**config.mk**
```make
export PLATFORM = sky130hd
export DESIGN_NAME = i2c_byte_master
export DESIGN_NICKNAME = d
export VERILOG_FILES = /design/src/rtl/i2cm_pkg.sv /design/src/rtl/i2cm_tick.sv /design/src/rtl/i2cm_engine.sv /design/src/rtl/i2c_byte_master.sv
export SDC_FILE = /design/constraint.sdc
export NUM_CORES = 1
export LEC_CHECK = 0
export ABC_AREA = 0
export BUFFER_PORTS_ARGS = -buffer_cell sky130_fd_sc_hd__buf_2
export CORE_MARGIN = 2
export CORE_UTILIZATION = 40
export CTS_BUF_LIST = sky130_fd_sc_hd__clkbuf_8
export DETAILED_ROUTE_END_ITERATION = 16
export GPL_TIMING_DRIVEN = 0
export PLACE_DENSITY = 0.61
export SYNTH_ARGS = -nofsm -noshare
export SYNTH_HDL_FRONTEND = slang
export SYNTH_SLANG_ARGS = --single-unit
export TNS_END_PERCENT = 1
```
**constraint.sdc**
```tcl
create_clock -name clk -period 3.53 [get_ports clk]
set_clock_uncertainty 0.15 [all_clocks]
set_input_delay 0.1765 -clock clk [delete_from_list [all_inputs] [get_ports clk]]
set_output_delay 0.1765 -clock clk [all_outputs]
set_load 0.02 [all_outputs]
```
**src/rtl/i2cm_pkg.sv**
```systemverilog
package i2cm_pkg;
  typedef enum logic [2:0] {
    E_IDLE,
    E_COND,
    E_BIT,
    E_HOLD,
    E_STOP
  } eng_state_t;

  localparam logic [1:0] SEL_CTRL = 2'd0;
  localparam logic [1:0] SEL_STAT = 2'd1;
  localparam logic [1:0] SEL_DATA = 2'd2;
  localparam logic [1:0] SEL_OWN  = 2'd3;

  localparam logic [1:0] MODE_MTX = 2'b11;
  localparam logic [1:0] MODE_MRX = 2'b10;

  localparam int DIV_W = 4;
endpackage

```
**src/rtl/i2cm_tick.sv**
```systemverilog
module i2cm_tick #(
  parameter int PRE_SMALL = 16,
  parameter int PRE_LARGE = 512,
  parameter int DIV_W     = 4
) (
  input  logic             clk,
  input  logic             rst_n,
  input  logic             run,
  input  logic             pre_sel,
  input  logic [DIV_W-1:0] div,
  output logic             qtick
);
  localparam int QS    = PRE_SMALL / 4;
  localparam int QL    = PRE_LARGE / 4;
  localparam int CNT_W = $clog2(QL * (1 << DIV_W)) + 1;

  logic [CNT_W-1:0] cnt_q, cnt_d, base, lim;

  always_comb begin
    base = pre_sel ? CNT_W'(QL) : CNT_W'(QS);
    lim  = base * (CNT_W'(div) + CNT_W'(1)) - CNT_W'(1);
  end

  assign qtick = run && (cnt_q == lim);

  always_comb begin
    if (!run)        cnt_d = '0;
    else if (qtick)  cnt_d = '0;
    else             cnt_d = cnt_q + CNT_W'(1);
  end

  always_ff @(posedge clk or negedge rst_n) begin
    if (!rst_n) cnt_q <= '0;
    else        cnt_q <= cnt_d;
  end
endmodule

```
**src/rtl/i2cm_engine.sv**
```systemverilog
module i2cm_engine
  import i2cm_pkg::*;
(
  input  logic       clk,
  input  logic       rst_n,
  input  logic       qtick,
  input  logic       cmd_start,
  input  logic       cmd_go,
  input  logic       stop_req,
  input  logic       rs_req,
  input  logic       rx_mode,
  input  logic       ack_en,
  input  logic [7:0] tx_byte,
  input  logic       sda_in,
  output logic       run,
  output logic       busy,
  output logic       in_cond,
  output logic       byte_done,
  output logic       rx_load,
  output logic [7:0] rx_byte,
  output logic       nack,
  output logic       scl_low,
  output logic       sda_low
);
  eng_state_t st_q, st_d;
  logic [1:0] ph_q, ph_d;
  logic [3:0] bit_q, bit_d;
  logic [7:0] sh_q, sh_d;
  logic       first_q, first_d;
  logic       nack_q, nack_d;
  logic       scl_q, scl_d;
  logic       sda_q, sda_d;
  logic       rcv;

  assign rcv       = rx_mode && !first_q;
  assign run       = (st_q == E_COND) || (st_q == E_BIT) || (st_q == E_STOP);
  assign busy      = (st_q != E_IDLE);
  assign in_cond   = (st_q == E_COND) || (st_q == E_STOP);
  assign byte_done = (st_q == E_BIT) && qtick && (ph_q == 2'd3) && (bit_q == 4'd8);
  assign rx_load   = byte_done && rcv;
  assign rx_byte   = sh_q;
  assign nack      = nack_q;
  assign scl_low   = scl_q;
  assign sda_low   = sda_q;

  always_comb begin
    st_d    = st_q;
    ph_d    = ph_q;
    bit_d   = bit_q;
    sh_d    = sh_q;
    first_d = first_q;
    nack_d  = nack_q;
    scl_d   = scl_q;
    sda_d   = sda_q;
    case (st_q)
      E_IDLE: begin
        if (cmd_start) begin
          st_d = E_COND;
          ph_d = 2'd0;
          sh_d = tx_byte;
        end
      end
      E_COND: begin
        if (qtick) begin
          ph_d = ph_q + 2'd1;
          case (ph_q)
            2'd0: sda_d = 1'b0;
            2'd1: scl_d = 1'b0;
            2'd2: sda_d = 1'b1;
            default: begin
              scl_d   = 1'b1;
              st_d    = E_BIT;
              bit_d   = 4'd0;
              first_d = 1'b1;
            end
          endcase
        end
      end
      E_BIT: begin
        if (qtick) begin
          ph_d = ph_q + 2'd1;
          case (ph_q)
            2'd0: begin
              if (bit_q == 4'd8) sda_d = rcv ? ack_en : 1'b0;
              else               sda_d = rcv ? 1'b0 : !sh_q[7];
            end
            2'd1: scl_d = 1'b0;
            2'd2: begin
              if (bit_q == 4'd8) nack_d = sda_in;
              else               sh_d   = {sh_q[6:0], sda_in};
            end
            default: begin
              scl_d = 1'b1;
              if (bit_q == 4'd8) st_d = E_HOLD;
              else               bit_d = bit_q + 4'd1;
            end
          endcase
        end
      end
      E_HOLD: begin
        if (cmd_go) begin
          ph_d = 2'd0;
          if (stop_req) begin
            st_d = E_STOP;
          end else if (rs_req) begin
            st_d = E_COND;
            sh_d = tx_byte;
          end else begin
            st_d    = E_BIT;
            bit_d   = 4'd0;
            sh_d    = tx_byte;
            first_d = 1'b0;
          end
        end
      end
      E_STOP: begin
        if (qtick) begin
          ph_d = ph_q + 2'd1;
          case (ph_q)
            2'd0: sda_d = 1'b1;
            2'd1: scl_d = 1'b0;
            2'd2: sda_d = 1'b0;
            default: st_d = E_IDLE;
          endcase
        end
      end
      default: st_d = E_IDLE;
    endcase
  end

  always_ff @(posedge clk or negedge rst_n) begin
    if (!rst_n) begin
      st_q    <= E_IDLE;
      ph_q    <= 2'd0;
      bit_q   <= 4'd0;
      sh_q    <= 8'd0;
      first_q <= 1'b0;
      nack_q  <= 1'b0;
      scl_q   <= 1'b0;
      sda_q   <= 1'b0;
    end else begin
      st_q    <= st_d;
      ph_q    <= ph_d;
      bit_q   <= bit_d;
      sh_q    <= sh_d;
      first_q <= first_d;
      nack_q  <= nack_d;
      scl_q   <= scl_d;
      sda_q   <= sda_d;
    end
  end
endmodule

```
**src/rtl/i2c_byte_master.sv**
```systemverilog
module i2c_byte_master
  import i2cm_pkg::*;
#(
  parameter int PRE_SMALL = 16,
  parameter int PRE_LARGE = 512
) (
  input  logic       clk,
  input  logic       rst_n,
  input  logic       wr_en,
  input  logic [1:0] wr_sel,
  input  logic [7:0] wr_data,
  input  logic [1:0] rd_sel,
  output logic [7:0] rd_data,
  output logic       irq,
  output logic       scl_oe,
  output logic       sda_oe,
  input  logic       sda_in
);
  logic             ack_en_q, ack_en_d;
  logic             pre_q, pre_d;
  logic             int_en_q, int_en_d;
  logic             pend_q, pend_d;
  logic [DIV_W-1:0] div_q, div_d;
  logic [1:0]       mode_q, mode_d;
  logic             txrx_q, txrx_d;
  logic [7:0]       data_q, data_d;
  logic [7:0]       own_q, own_d;
  logic             stop_q, stop_d;
  logic             rs_q, rs_d;
  logic             sda_s1_q, sda_s2_q;

  logic       qtick, run, busy, in_cond, byte_done, rx_load, nack;
  logic [7:0] rx_byte;
  logic       wr_ctrl, wr_stat, wr_data_s, wr_own, go, cmd_start;

  assign wr_ctrl   = wr_en && (wr_sel == SEL_CTRL);
  assign wr_stat   = wr_en && (wr_sel == SEL_STAT);
  assign wr_data_s = wr_en && (wr_sel == SEL_DATA);
  assign wr_own    = wr_en && (wr_sel == SEL_OWN);
  assign go        = wr_ctrl && !wr_data[4] && pend_q;
  assign cmd_start = wr_stat && !busy && wr_data[7] && wr_data[5] && wr_data[4];

  i2cm_tick #(
    .PRE_SMALL(PRE_SMALL),
    .PRE_LARGE(PRE_LARGE),
    .DIV_W    (DIV_W)
  ) u_tick (
    .clk    (clk),
    .rst_n  (rst_n),
    .run    (run),
    .pre_sel(pre_q),
    .div    (div_q),
    .qtick  (qtick)
  );

  i2cm_engine u_eng (
    .clk      (clk),
    .rst_n    (rst_n),
    .qtick    (qtick),
    .cmd_start(cmd_start),
    .cmd_go   (go),
    .stop_req (stop_q),
    .rs_req   (rs_q),
    .rx_mode  (mode_q == MODE_MRX),
    .ack_en   (ack_en_q),
    .tx_byte  (data_q),
    .sda_in   (sda_s2_q),
    .run      (run),
    .busy     (busy),
    .in_cond  (in_cond),
    .byte_done(byte_done),
    .rx_load  (rx_load),
    .rx_byte  (rx_byte),
    .nack     (nack),
    .scl_low  (scl_oe),
    .sda_low  (sda_oe)
  );

  always_comb begin
    ack_en_d = ack_en_q;
    pre_d    = pre_q;
    int_en_d = int_en_q;
    div_d    = div_q;
    mode_d   = mode_q;
    txrx_d   = txrx_q;
    data_d   = data_q;
    own_d    = own_q;
    stop_d   = stop_q;
    rs_d     = rs_q;
    pend_d   = pend_q;
    if (wr_ctrl) begin
      ack_en_d = wr_data[7];
      pre_d    = wr_data[6];
      int_en_d = wr_data[5];
      div_d    = wr_data[DIV_W-1:0];
    end
    if (byte_done)  pend_d = 1'b1;
    else if (go)    pend_d = 1'b0;
    if (wr_stat) begin
      mode_d = wr_data[7:6];
      txrx_d = wr_data[4];
      if (busy) begin
        rs_d   = wr_data[5];
        stop_d = !wr_data[5];
      end
    end
    if (go) begin
      rs_d   = 1'b0;
      stop_d = 1'b0;
    end
    if (rx_load)                           data_d = rx_byte;
    else if (wr_data_s && (pend_q || !busy)) data_d = wr_data;
    if (wr_own) own_d = wr_data;
  end

  always_comb begin
    case (rd_sel)
      SEL_CTRL: rd_data = {ack_en_q, pre_q, int_en_q, pend_q, div_q};
      SEL_STAT: rd_data = {mode_q, busy, txrx_q, 3'b000, nack};
      SEL_DATA: rd_data = data_q;
      default:  rd_data = own_q;
    endcase
  end

  assign irq = pend_q && int_en_q;

  always_ff @(posedge clk or negedge rst_n) begin
    if (!rst_n) begin
      ack_en_q <= 1'b0;
      pre_q    <= 1'b0;
      int_en_q <= 1'b0;
      pend_q   <= 1'b0;
      div_q    <= '0;
      mode_q   <= 2'b00;
      txrx_q   <= 1'b0;
      data_q   <= 8'd0;
      own_q    <= 8'd0;
      stop_q   <= 1'b0;
      rs_q     <= 1'b0;
      sda_s1_q <= 1'b1;
      sda_s2_q <= 1'b1;
    end else begin
      ack_en_q <= ack_en_d;
      pre_q    <= pre_d;
      int_en_q <= int_en_d;
      pend_q   <= pend_d;
      div_q    <= div_d;
      mode_q   <= mode_d;
      txrx_q   <= txrx_d;
      data_q   <= data_d;
      own_q    <= own_d;
      stop_q   <= stop_d;
      rs_q     <= rs_d;
      sda_s1_q <= sda_in;
      sda_s2_q <= sda_s1_q;
    end
  end
endmodule

```
==> impl_metrics.py <==
metrics = {
    "global_routing": {
        "grt_max_degree": 65,
        "grt_use_total_pct": 18.6,
        "grt_pass1_vias": 3333,
        "antenna_found_initial": 0,
        "grt_pass1_wl_um": 16500,
        "grt.overflow.total": 0,
    },
    "power": {
        "peakVddDrop_mv": 0.301,
        "p_leak_nw": 2.26,
        "power_density_nw_per_um2": 499,
        "power.total_mw": 2.46,
    },
    "yosys": {
        "synth_xor_xnor_area_share_pct": 5.34,
        "ys_async_sr_fraction_pct": 100,
        "ys.warnings.count": 0,
        "ys_ff_latch": 64,
        "synthDistinctLibCells": 67,
        "synth_seq_area_share_pct": 39.1,
        "synth_simple_gate_area_share_pct": 16.2,
        "syn_area_per_cell_um2": 10.3,
        "synth_area_leader_cell": "dfrtp_1",
        "synthTopCellsByArea": "dfrtp_1, mux2_2, ha_1",
        "synth_mux_area_share_pct": 13.5,
        "synth_top_family_by_area": "simple AND/OR/NAND/NOR gates",
        "yosysTopAreaCellShare_pct": 37.9,
        "synth_nets": 435,
        "netlist_area_um2": 4100,
        "yosys.area_share.adder_pct": 7.21,
        "synth_cells": 396,
        "synthFlopType": "dfrtp_1",
        "synth_compound_area_share_pct": 14.4,
        "synth_edf_count": 0,
    },
    "critical_path": {
        "worstPathArrival_ps": 3700,
        "start_kind": "flip-flop",
        "rr_worst_depth": 14,
        "rrSetupSlack_ps": -110,
        "critPathTopFamily": "simple AND/OR/NAND/NOR gates",
        "endpoint_kind": "flip-flop",
        "r2r-end": "data_q[0]",
        "reg2reg_from": "div_q[1]",
        "crit_chain": "ha_4, xor2_2, nand2_1, ha_1, ha_2, inv_2, fa_1, nor2b_1, o2111a_1, or3_4, nand3_1, and4bb_4, nand4_4, mux2_4",
        "worstPathMaxFanout": 8,
        "critPathBufInv": 1,
        "worstPathRequired_ps": 3600,
        "path_class": "flip-flop to flip-flop",
        "crit_slowest_cell": "dfrtp_2",
        "slowest_delay_ps": 430,
    },
    "route": {
        "vias": 3193,
        "drtPass1Iterations": 4,
        "drc": 0,
        "drt-initial-drc-count": 129,
        "vias_per_cell": 5.44,
        "drtAntennaViolNets": 0,
        "wire_per_inst_um": 16.6,
        "routed_wl_um": 9730,
    },
    "clock_tree": {
        "cts_root_buffer": "clkbuf_8",
        "clock_path_buffers": 2,
        "cts-buffers-inserted": 9,
        "h-tree-depth": 3,
        "cts.sink_count": 64,
        "clk_latency_ps": 340,
        "cts.clk_slew.worst_paths_ps": 70,
        "cts_tree": "built",
    },
    "sta": {
        "finalMaxSlewViolations": 0,
        "tightest_slew_ps": 1060,
        "hold_viol": 0,
        "slew_headroom_pct": 28.7,
        "setup_viol": 14,
        "fin_tns_setup_ps": -727,
        "max_freq_mhz": 275,
        "min_period_ps": 3640,
        "setup_slack_ps": -107,
        "rsz0062_at_grt": "yes",
        "whs_ps": 176,
        "period_share_pct": 103,
    },
    "cells_and_area": {
        "finish.utilization_pct": 50.0,
        "drive_gt1_share_pct": 31.1,
        "final_nets": 488,
        "fillCellCount": 915,
        "final_cell_mix": "dfrtp_1, mux2_2, nor2_1",
        "antennaDiodeCount": 0,
        "synthToLayoutAreaGrowth_pct": 20.4,
        "postLayoutCellArea_um2": 4930,
        "final_common_cell": "dfrtp_1",
        "final_cells": 587,
    },
    "worst_hold_path": {
        "min-delay-start": "wr_sel[1]",
        "hold_path_end": "pend_q",
        "min_path_cells": 5,
        "hold_class": "input pin to flip-flop",
    },
    "outcome": {
        "violations": "setup timing",
        "status": "finished, violations left",
    },
    "floorplanning": {
        "die_w_um": 105,
        "die-area_um2": 11100,
        "coreArea_um2": 9860,
        "start_util_pct": 41.5,
        "die_y_um": 105,
        "num_io_pins": 27,
        "num_rows": 36,
    },
    "place": {
        "pre_cts_slack_ps": -350,
        "routabilityCongestion": 0.844,
        "dp_cells": 553,
        "dpl-instance-area_um2": 4390,
        "port_buffers": 24,
        "dp_hpwl_um": 6830,
    },
    "flow_run": {
        "maxCapViolations": 0,
    },
}
layer usage:
metal	GRT usage, %	share of wire, %	vias to the layer above
met5	0	0	-
met4	5.62	1.0	0
met3	3.96	2.6	10
met2	30.5	49	46
met1	24.7	48	1595
li1	-	-	1542
cells by family after synthesis:
kind of cell	after synthesis
xor+xnor	25
mux	44
simple gates	119
buf+inv	41
flops	64
compound gates	80
fa+ha+maj	23
cells in the mapped netlist, types with 3 or more instances:
library cell  count
a21o_1            3
a21oi_1          12
a22o_1            5
a2bb2oi_1         8
a311oi_1          3
a31oi_1           4
a41o_1            3
and2_1            3
and3_1            4
buf_2             4
clkbuf_1         13
dfrtp_1          62
ha_1             22
inv_1            21
mux2_2           36
mux4_2            5
nand2_1          22
nand2b_1          5
nand3_1          16
nand4_1           7
nor2_1           28
nor2b_1           3
o21ai_0          12
o31ai_1           9
or2_2            10
or3_1             3
xnor2_1          11
xor2_1           14
worst min-delay path: stages:
cell and delay (ps):
buf_2 120, nor3b_2 50, nand3b_1 160, nand2_1 70, nand2_1 60
timing repair:
item / 4_1_cts / 5_1_grt
setup buffers: 8 / 0
pin swaps: 9 / 1
setup endpoints to repair: 40 / 40
hold buffers: 10 / 0
endpoints found under the hold margin: 80 / 0
gates resized for setup: 29 / 12
power breakdown:
part | leakage (nW) | internal (mW) | switching, mW
sequential | 0.780 | 0.825 | 0.0854
clock | 0.119 | 0.410 | 0.289
combinational | 1.36 | 0.442 | 0.410
total | 2.26 | 1.68 | 0.784
state kept, by name, indices dropped and copies added (netlist names):
| register | count |
|---|---|
| u_eng.bit_q | 4 |
| u_eng.ph_q | 2 |
| u_eng.st_q | 3 |
| u_eng.first_q | 1 |
| u_tick.cnt_q | 12 |
| data_q | 8 |
| sda_s2_q | 1 |
| int_en_q | 1 |
| u_eng.scl_low | 1 |
| stop_q | 1 |
| u_eng.rx_byte | 8 |
| txrx_q | 1 |
| mode_q | 2 |
| u_eng.nack | 1 |
| pend_q | 1 |
| pre_q | 1 |
| sda_s1_q | 1 |
| own_q | 8 |
| ack_en_q | 1 |
| rs_q | 1 |
| div_q | 4 |
| u_eng.sda_low | 1 |
cell type report:
class                           instances  area (µm²)  area share [%]
Clock buffer                           10         138            2.79
Multi-Input combinational cell        291        2450            49.7
Clock inverter                          6        77.6            1.57
Tap cell                              133         166            3.37
Sequential cell                        64        1610            32.6
Inverter                               21        78.8            1.60
Buffer                                 20         124            2.51
Timing Repair Buffer                   42         290            5.88
worst max-delay path by stage:
| stage | startpoint | endpoint | cells after the start |
|---|---|---|---|
| after floorplan | div_q[0] | u_eng.nack | 15 |
| after global placement | div_q[1] | u_eng.nack | 15 |
| after detailed placement | div_q[1] | u_eng.nack | 15 |
| after CTS | div_q[1] | data_q[0] | 14 |
| after global routing | div_q[0] | data_q[0] | 14 |
| final | div_q[1] | data_q[0] | 14 |
(Power assumes the default switching activity.)
